===== config.mk =====
export PLATFORM = sky130hd
export DESIGN_NAME = mrot_shift_reg
export DESIGN_NICKNAME = d
export VERILOG_FILES = /design/src/rtl/mrot_pkg.sv /design/src/rtl/mrot_op_decode.sv /design/src/rtl/mrot_bit_mux.sv /design/src/rtl/mrot_shift_reg.sv
export SDC_FILE = /design/constraint.sdc
export NUM_CORES = 1
export LEC_CHECK = 0
export CAP_MARGIN = 20
export CORE_MARGIN = 4
export CORE_UTILIZATION = 45
export CTS_BUF_LIST = sky130_fd_sc_hd__clkbuf_16
export DETAILED_ROUTE_END_ITERATION = 8
export PLACE_DENSITY = 0.93
export SLEW_MARGIN = 5
export SYNTH_ARGS = -nofsm -noshare
export SYNTH_HDL_FRONTEND = slang
export SYNTH_SLANG_ARGS = --single-unit

===== constraint.sdc =====
create_clock -name clk -period 2.47 [get_ports clk]
set_clock_uncertainty 0.1 [all_clocks]
set_input_delay 0.494 -clock clk [delete_from_list [all_inputs] [get_ports clk]]
set_output_delay 0.494 -clock clk [all_outputs]
set_load 0.02 [all_outputs]

===== src/rtl/mrot_pkg.sv =====
package mrot_pkg;

    // Operation codes; any code not listed keeps the register as it is
    typedef enum logic [3:0] {
        OP_HOLD = 4'd0,
        OP_LOAD = 4'd1,
        OP_LSR  = 4'd2,
        OP_ASR  = 4'd3,
        OP_SL   = 4'd4,
        OP_ROR  = 4'd5,
        OP_ROL  = 4'd6,
        OP_RCR  = 4'd7,
        OP_RCL  = 4'd8
    } op_e;

    // Source picked by every bit's 4-way selector
    typedef enum logic [1:0] {
        SRC_KEEP  = 2'd0,
        SRC_UPPER = 2'd1,   // neighbour above (right move)
        SRC_LOWER = 2'd2,   // neighbour below (left move)
        SRC_PAR   = 2'd3
    } src_e;

    // Decoded control for one cycle
    typedef struct packed {
        src_e src;
        logic fill_top;     // bit entering the top on a right move
        logic fill_bot;     // bit entering bit 0 on a left move
        logic cy_write;
        logic cy_value;
    } ctrl_t;

endpackage


===== src/rtl/mrot_op_decode.sv =====
module mrot_op_decode
    import mrot_pkg::*;
(
    input  logic [3:0] op,
    input  logic       top_bit,
    input  logic       bot_bit,
    input  logic       cy_now,
    input  logic       shr_in,
    input  logic       shl_in,
    output ctrl_t      ctrl
);

    always_comb begin
        ctrl = '{src: SRC_KEEP, fill_top: 1'b0, fill_bot: 1'b0,
                 cy_write: 1'b0, cy_value: cy_now};
        case (op_e'(op))
            OP_LOAD: ctrl.src = SRC_PAR;
            OP_LSR: begin
                ctrl.src      = SRC_UPPER;
                ctrl.fill_top = shr_in;
                ctrl.cy_write = 1'b1;
                ctrl.cy_value = bot_bit;
            end
            OP_ASR: begin
                ctrl.src      = SRC_UPPER;
                ctrl.fill_top = top_bit;
                ctrl.cy_write = 1'b1;
                ctrl.cy_value = bot_bit;
            end
            OP_SL: begin
                ctrl.src      = SRC_LOWER;
                ctrl.fill_bot = shl_in;
                ctrl.cy_write = 1'b1;
                ctrl.cy_value = top_bit;
            end
            OP_ROR: begin
                ctrl.src      = SRC_UPPER;
                ctrl.fill_top = bot_bit;
                ctrl.cy_write = 1'b1;
                ctrl.cy_value = bot_bit;
            end
            OP_ROL: begin
                ctrl.src      = SRC_LOWER;
                ctrl.fill_bot = top_bit;
                ctrl.cy_write = 1'b1;
                ctrl.cy_value = top_bit;
            end
            OP_RCR: begin
                ctrl.src      = SRC_UPPER;
                ctrl.fill_top = cy_now;
                ctrl.cy_write = 1'b1;
                ctrl.cy_value = bot_bit;
            end
            OP_RCL: begin
                ctrl.src      = SRC_LOWER;
                ctrl.fill_bot = cy_now;
                ctrl.cy_write = 1'b1;
                ctrl.cy_value = top_bit;
            end
            default: ctrl.src = SRC_KEEP;
        endcase
    end

endmodule


===== src/rtl/mrot_bit_mux.sv =====
module mrot_bit_mux
    import mrot_pkg::*;
#(
    parameter int WIDTH = 8
) (
    input  src_e             src,
    input  logic [WIDTH-1:0] cur,
    input  logic [WIDTH-1:0] par,
    input  logic             fill_top,
    input  logic             fill_bot,
    output logic [WIDTH-1:0] nxt
);

    localparam int TOP = WIDTH - 1;

    for (genvar i = 0; i < WIDTH; i++) begin : g_bit
        logic from_up;
        logic from_dn;
        if (i == TOP) begin : g_top
            assign from_up = fill_top;
        end else begin : g_mid_up
            assign from_up = cur[i+1];
        end
        if (i == 0) begin : g_bot
            assign from_dn = fill_bot;
        end else begin : g_mid_dn
            assign from_dn = cur[i-1];
        end
        always_comb begin
            case (src)
                SRC_UPPER: nxt[i] = from_up;
                SRC_LOWER: nxt[i] = from_dn;
                SRC_PAR:   nxt[i] = par[i];
                default:   nxt[i] = cur[i];
            endcase
        end
    end

endmodule


===== src/rtl/mrot_shift_reg.sv =====
module mrot_shift_reg
    import mrot_pkg::*;
#(
    parameter int WIDTH = 8
) (
    input  logic             clk,
    input  logic             rst,
    input  logic [3:0]       op,
    input  logic [WIDTH-1:0] par_in,
    input  logic             shr_in,
    input  logic             shl_in,
    output logic [WIDTH-1:0] data_out,
    output logic             carry_out,
    output logic             shr_out,
    output logic             shl_out
);

    localparam int TOP = WIDTH - 1;

    typedef struct packed {
        logic [WIDTH-1:0] data;
        logic             cy;
    } state_t;

    state_t           st_d, st_q;
    ctrl_t            ctrl;
    logic [WIDTH-1:0] data_nxt;

    mrot_op_decode u_dec (
        .op      (op),
        .top_bit (st_q.data[TOP]),
        .bot_bit (st_q.data[0]),
        .cy_now  (st_q.cy),
        .shr_in  (shr_in),
        .shl_in  (shl_in),
        .ctrl    (ctrl)
    );

    mrot_bit_mux #(.WIDTH(WIDTH)) u_mux (
        .src      (ctrl.src),
        .cur      (st_q.data),
        .par      (par_in),
        .fill_top (ctrl.fill_top),
        .fill_bot (ctrl.fill_bot),
        .nxt      (data_nxt)
    );

    always_comb begin
        st_d.data = data_nxt;
        st_d.cy   = ctrl.cy_write ? ctrl.cy_value : st_q.cy;
    end

    always_ff @(posedge clk) begin
        if (rst) st_q <= '0;
        else     st_q <= st_d;
    end

    assign data_out  = st_q.data;
    assign carry_out = st_q.cy;
    assign shr_out   = st_q.data[0];
    assign shl_out   = st_q.data[TOP];

    // Checks on port behaviour across one edge
    assert_reset_R1: assert property (@(posedge clk)
        rst |=> (data_out == '0 && !carry_out));

    assert_load_R2: assert property (@(posedge clk) disable iff (rst)
        (!rst && op == OP_LOAD) |=> (data_out == $past(par_in) && carry_out == $past(carry_out)));

    assert_lsr_R3: assert property (@(posedge clk) disable iff (rst)
        (!rst && op == OP_LSR) |=> (data_out == {$past(shr_in), $past(data_out[TOP:1])}
                                    && carry_out == $past(data_out[0])));

    assert_asr_R4: assert property (@(posedge clk) disable iff (rst)
        (!rst && op == OP_ASR) |=> (data_out == {$past(data_out[TOP]), $past(data_out[TOP:1])}
                                    && carry_out == $past(data_out[0])));

    assert_sl_R5: assert property (@(posedge clk) disable iff (rst)
        (!rst && op == OP_SL) |=> (data_out == {$past(data_out[TOP-1:0]), $past(shl_in)}
                                   && carry_out == $past(data_out[TOP])));

    assert_ror_R6: assert property (@(posedge clk) disable iff (rst)
        (!rst && op == OP_ROR) |=> (data_out == {$past(data_out[0]), $past(data_out[TOP:1])}));

    assert_rcl_R7: assert property (@(posedge clk) disable iff (rst)
        (!rst && op == OP_RCL) |=> (data_out == {$past(data_out[TOP-1:0]), $past(carry_out)}
                                    && carry_out == $past(data_out[TOP])));

    assert_hold_R8: assert property (@(posedge clk) disable iff (rst)
        (!rst && (op == OP_HOLD || op > OP_RCL)) |=> ($stable(data_out) && $stable(carry_out)));

    assert_edges_R9: assert property (@(posedge clk)
        shr_out == data_out[0] && shl_out == data_out[TOP]);

endmodule


* Word level (Yosys, flattened, before mapping)
Cells that the tools add are included.
Operators by class: eq/ne operators 12, bitwise gates (word level) 0, magnitude comparators 0, multipliers 0, reduce and logical (&&, ||, !) cells 6, add/subtract/negate cells 0, muxes and demuxes 12, shift-type cells 0, divide/modulo/power cells 0
Operator list (number):
- $pmux W1 S3 | 9
- $eq A4 B3 Y1 const B | 4
- $eq A4 B2 Y1 const B | 2
- $pmux W2 S3 | 1
- $eq A2 B2 Y1 const B | 2
- $eq A4 B1 Y1 const B | 1
- $eq A4 B4 Y1 const B | 1
- $pmux W1 S4 | 1
- $pmux W2 S2 | 1
- $reduce_and A2 Y1 | 2
- $reduce_or A4 Y1 | 1
- $reduce_bool A3 Y1 | 1
- $reduce_or A3 Y1 | 1
- $eq A2 B1 Y1 const B | 1
- $ne A2 B2 Y1 const B | 1
- $reduce_bool A2 Y1 | 1
Word-level totals: input port bits 16, ROM bits 0, flip-flop bits (word level) 9, latch bits 0, output and inout port bits 11, memories 0, RAM bits 0, logic and storage cells 33

* Depth between registers and ports, before layout
depth after elaboration 6, depth in mapped cells 5

* Modules after synthesis
A second synthesis with hierarchy kept.
Unflattened totals: cells, all modules 56, area total of the unflattened synthesis 654.4 sq um
Modules (own cells, without submodules):
- mrot_shift_reg | instances 1, seq. area each 180.2 sq um, area an instance 259.0 sq um, cells an instance 21
- mrot_bit_mux | instances 1, seq. area each 0.0 sq um, area an instance 202.7 sq um, cells an instance 10
- mrot_op_decode | instances 1, seq. area each 0.0 sq um, area an instance 192.7 sq um, cells an instance 25

* Worst setup path after synthesis
No wires, ideal clock.
path type input -> register, from input port op[1], to register st_q, in the netlist data_out[2], buffers on the path 1, cell stages on the path 5, required time 2.238 ns, arrival 1.524 ns, path slack 0.714 ns, cells stage by stage buf_2 -> or4b_4 -> a21boi_4 -> o22ai_1 -> a211oi_1
On the way: cells in the longest elaborated chain, start to end 5, elaborated cells between the ends (all ways) 16
Ends and longest elaborated chain:
- start: declaration | RTL line mrot_shift_reg.sv:8 | input logic [3:0] op,
- $eq A4 B2 Y1, or another cell as far along | RTL line mrot_op_decode.sv:16 | case (op_e'(op))
- $reduce_or A4 Y1 (no line) / $reduce_or A3 Y1 (equally long branches)
- $pmux W2 S3 (*) | RTL line mrot_op_decode.sv:16
- $eq A2 B2 Y1 / $eq A2 B1 Y1 (equally long branches) | RTL line mrot_bit_mux.sv:30 | case (src)
- $pmux W1 S3 / $reduce_bool A3 Y1 (equally long branches)
- end signal: assignment | RTL line mrot_shift_reg.sv:55 | else st_q <= st_d;
- end: declaration | RTL line mrot_shift_reg.sv:25 | state_t st_d, st_q;
Every way passes the cells marked *; elsewhere a longest branch is shown, timed or not. A chain may end at the register's enable or synchronous reset.

* Worst setup path after layout
from input port op[0], to register st_q, in the netlist data_out[0]
On the way: cells in the longest elaborated chain, start to end 5, elaborated cells between the ends (all ways) 17
Ends and longest elaborated chain (RTL line):
- $eq A4 B2 Y1, or another cell as far along | mrot_op_decode.sv:16
- $reduce_or A4 Y1 (no line) / $reduce_or A3 Y1 (equally long branches)
- $pmux W2 S3 | mrot_op_decode.sv:16
- $eq A2 B2 Y1 / $eq A2 B1 Y1 (equally long branches) | mrot_bit_mux.sv:30
- $pmux W1 S3 / $reduce_bool A3 Y1 (equally long branches)
Several ways; a longest one is shown, not always the timed one.

==> metrics.sh <==
RUN_STATUS='complete, no violations'
CTS-ROOT-BUF='sky130_fd_sc_hd__clkbuf_16'
CTS_REPAIR_RESIZE_COUNT=0
POST_SYNTHESIS_SHARE_OF_CELL_AREA_SPENT_ON_FULL_ADDERS_HALF_ADDERS_AND_MAJORITY_GATES_PCT=0
ASYNC_RESET_FF_SHARE_PCT=0
POWER_DENSITY_OVER_CELL_AREA_nW_PER_UM2=607
WORST_PIN_SLEW_NS=0.573
INITIAL_UTILIZATION_PCT=50.4
YOSYSTOPAREACELLSHARE_PCT=26.2
SYNTH_COMPOUND_GATE_AREA_SHARE_PCT=34.5
CRITICAL_PATH.MAX_FANOUT=15
SYNTH_SEQUENTIAL_AREA_RATIO_PCT=26.2
SYNTH.AREA.TOP_CELLS='sky130_fd_sc_hd__dfxtp_1 (26%), sky130_fd_sc_hd__nand2b_1 (8.2%), sky130_fd_sc_hd__a21oi_1 (8.0%), sky130_fd_sc_hd__a211oi_1 (7.6%), sky130_fd_sc_hd__o22ai_1 (5.5%)'
GRT_SETUP_UNREPAIRED='false'
DRV_SLEW=0
TOTALPOWERFINAL_uW=633
ANTENNA_VIOLATING_NETS_POST_ROUTE=0
CLOCK_TREE.BUFFER_DEPTH=2
N_FILL_CELL=104
WORSTSETUPENDPOINTTYPE='flop'
PLACE.GP.CONGESTION=0.857
NUMBER_OF_ANTENNA_VIOLATIONS_AT_THE_FIRST_CHECK_IN_GLOBAL_ROUTING=0
CLOCK_LATENCY_NS=0.23
MAXIMUM_NUMBER_OF_PINS_ON_ONE_NET_BEFORE_GLOBAL_ROUTE_REPAIR=17
CAP_VIOLATIONS=0
SYNTH_ENABLE_FLOP_CELLS=0
DRCVIOLATIONCOUNT=0
FIRST_PASS_ITERS=4
LARGEST_FAMILY_OF_LOGIC_CELLS_BY_SYNTHESIZED_AREA='compound AO/OA/AOI/OAI gates'
IR_WORST_VDD_uV=331
POST_DRT_VIA_CELL_RATIO=5.93
FLOORPLAN.CORE_AREA_UM2=1370
DIE_W_UM=47.1
FMAX_ACHIEVED_MHz=474
LAYOUT_WORST_PATH_CYCLE_SHARE_PCT=85.4
FLOORPLAN.DIE_AREA_UM2=2220
AREAGROWTHSYNTHTOFINISH_PCT=51.5
SETUP_TNS_NS=0
FP-ROW-COUNT=13
YS_FF_LATCH=9
HOLD_PATH_CLASS='reg2reg'
DRT_ITER0_MARKERS=44
CTS_BUF_COUNT=3
OVERFLOW=0
SYNTHCELLS=93
HOLD_SLACK_NS=0.393
DIE-HEIGHT_UM=47.1
WL_PER_CELL_UM=13.5
GRT_USAGE_PCT=18.7
POSTCTSHOLDBUFS=0
IOPINCOUNT=27
GRT_PASS1_WL_MM=2.98
ROUTED_WL_MM=1.83
SETUP.WORST_PATH.START='op[0]'
CLKSINKCOUNT=9
SYNTH_FF_TYPE='sky130_fd_sc_hd__dfxtp_1'
MOST_FREQUENT_CELL_AFTER_SYNTHESIS='sky130_fd_sc_hd__a21oi_1'
SYNTH_MUX_AREA_SHARE_PCT=1.64
WORST_SETUP_PATH_START_KIND='primary input'
FIN_NETS=137
SYN-CELL-AREA_UM2=688
AVGSYNTHCELLAREA_UM2=7.40
TIMING.FINAL.CRIT_PERIOD_NS=2.11
SYNTH.YOSYS.WARNINGS=0
POSTCTSSETUPREPAIRBUFS=0
NUMBER_OF_GLOBAL_ROUTE_VIAS_BEFORE_REPAIR=669
CTS.HTREE.LEVELS=1
SETUP-VIOLATIONS-FINAL=0
CRITPATHREQUIREDTIME_NS=2.49
NETLIST_TOP_CELLS_COUNT='sky130_fd_sc_hd__a21oi_1 (11), sky130_fd_sc_hd__dfxtp_1 (9), sky130_fd_sc_hd__nand2_1 (9), sky130_fd_sc_hd__nand2b_1 (9), sky130_fd_sc_hd__nor2_1 (9)'
SYNTHSIMPLEGATEAREAFRAC_PCT=26.9
SYNTHDOMINANTAREACELLTYPE='sky130_fd_sc_hd__dfxtp_1'
CRITICAL_PATH_ARRIVAL_NS=2.13
MIN-DELAY-START='data_out[5]'
ANTENNA_CELLS=0
WORST_CASE_HEADROOM_TO_THE_MAX_SLEW_LIMIT_PCT=61.6
NUM_VIAS=801
SYN_NETS=109
POWER.STATIC_LEAKAGE_nW=0.403
WORST_R2R_STARTPOINT='data_out[0]'
SYNTHXORXNORAREAFRAC_PCT=2.55
POST_ROUTE_CELLS_DRIVE_ABOVE_1_SHARE_PCT=11.7
TIMING.SETUP.CRITICAL_PATH_CLASS='in2reg'
SYNTH_CELL_TYPE_COUNT=32
HOLD_VIOLATIONS=0
CTS_TREE='done'
PORTBUFFERS=26
CLKSLEWWORSTSETUPHOLDPATHS_NS=0.04
DPL.HPWL_MM=1.41
==> layout make-up <==
cell class	count	area [um^2]	area share (%)
Timing Repair Buffer	31	298	28.6
Clock buffer	3	75.1	7.20
Tap cell	15	18.8	1.80
Clock inverter	1	3.75	0.360
Multi-Input combinational cell	72	452	43.3
Sequential cell	9	180	17.3
Inverter	4	15.0	1.44
==> cell usage in the layout (no fill, tap or decap) <==
cell / n
sky130_fd_sc_hd__or4b_4: 1
sky130_fd_sc_hd__a2bb2oi_1: 1
sky130_fd_sc_hd__a32oi_1: 1
sky130_fd_sc_hd__a311oi_1: 1
sky130_fd_sc_hd__clkbuf_16: 3
sky130_fd_sc_hd__nand2_1: 9
sky130_fd_sc_hd__and3_1: 1
sky130_fd_sc_hd__xor2_1: 1
sky130_fd_sc_hd__o221ai_1: 1
sky130_fd_sc_hd__nand2b_2: 1
sky130_fd_sc_hd__or3b_2: 1
sky130_fd_sc_hd__nor3b_1: 1
sky130_fd_sc_hd__o31ai_1: 1
sky130_fd_sc_hd__nand2b_1: 9
sky130_fd_sc_hd__nor2_1: 9
sky130_fd_sc_hd__a21boi_4: 1
sky130_fd_sc_hd__a211oi_1: 7
sky130_fd_sc_hd__mux2_2: 1
sky130_fd_sc_hd__o21ai_0: 1
sky130_fd_sc_hd__a21oi_2: 1
sky130_fd_sc_hd__o22a_1: 1
sky130_fd_sc_hd__clkdlybuf4s50_1: 26
sky130_fd_sc_hd__nor2b_1: 1
sky130_fd_sc_hd__nor3_1: 2
sky130_fd_sc_hd__o22ai_1: 6
sky130_fd_sc_hd__inv_1: 5
sky130_fd_sc_hd__buf_4: 5
sky130_fd_sc_hd__a21oi_1: 11
sky130_fd_sc_hd__dfxtp_1: 9
sky130_fd_sc_hd__o2bb2ai_1: 1
sky130_fd_sc_hd__xnor2_1: 1
==> routing by layer <==
metal | vias to the layer above | global-route usage [%] | routed length (um)
met5 | - | 0 | 0
met4 | 0 | 9.94 | 16
met3 | 2 | 1.15 | 161
met2 | 44 | 29.0 | 878
met1 | 367 | 25.9 | 770
li1 | 388 | - | -
==> registers in the layout (all words and copies together), names as in the netlist <==
| register | flops |
|---|---|
| carry_out | 1 |
| data_out | 8 |
==> worst paths after layout <==
check                              endpoint  slack, ns  cells past startpoint
worst max-delay path            data_out[0]       0.36                      6
worst max register to register  data_out[7]       1.26                      4
worst min-delay path            data_out[4]       0.39                      2
worst min register to register  data_out[4]       0.39                      2
==> power breakdown <==
| group | internal, mW | leakage [nW] | switching [mW] | total, mW |
|---|---|---|---|---|
| logic | 0.0898 | 0.286 | 0.0833 | 0.173 |
| clock network | 0.212 | 0.0423 | 0.0709 | 0.282 |
| registers | 0.160 | 0.0744 | 0.0167 | 0.177 |
==> through the flow <==
step / util [%] / worst slack, ns / area [um^2] / instances
2_1_floorplan: - / 0.714 / 688 / 93
3_3_place_gp: 70.5 / 0.243 / 963 / 131
3_5_place_dp: 70.5 / 0.165 / 963 / 131
4_1_cts: 76.3 / 0.373 / 1040 / 135
5_1_grt: 76.3 / 0.246 / 1040 / 135
6_report: 76.3 / 0.361 / 1040 / 135
==> logic make-up (layout without fill, tap and decap cells) <==
group                  count (synthesis)  after routing
flip-flops                             9              9
multiplexers                           1              1
XOR/XNOR                               2              2
AND/OR/NAND/NOR                       35             35
buffers and inverters                 12             39
AO/OA/AOI/OAI                         34             34
==> worst max-delay path, cell delays in order <==
cell and delay (ns):
sky130_fd_sc_hd__clkdlybuf4s50_1 0.48, sky130_fd_sc_hd__buf_4 0.20, sky130_fd_sc_hd__nor3_1 0.08, sky130_fd_sc_hd__xnor2_1 0.47, sky130_fd_sc_hd__nor2_1 0.08, sky130_fd_sc_hd__a311oi_1 0.32
Note: power is estimated with default switching activity, not from simulation.
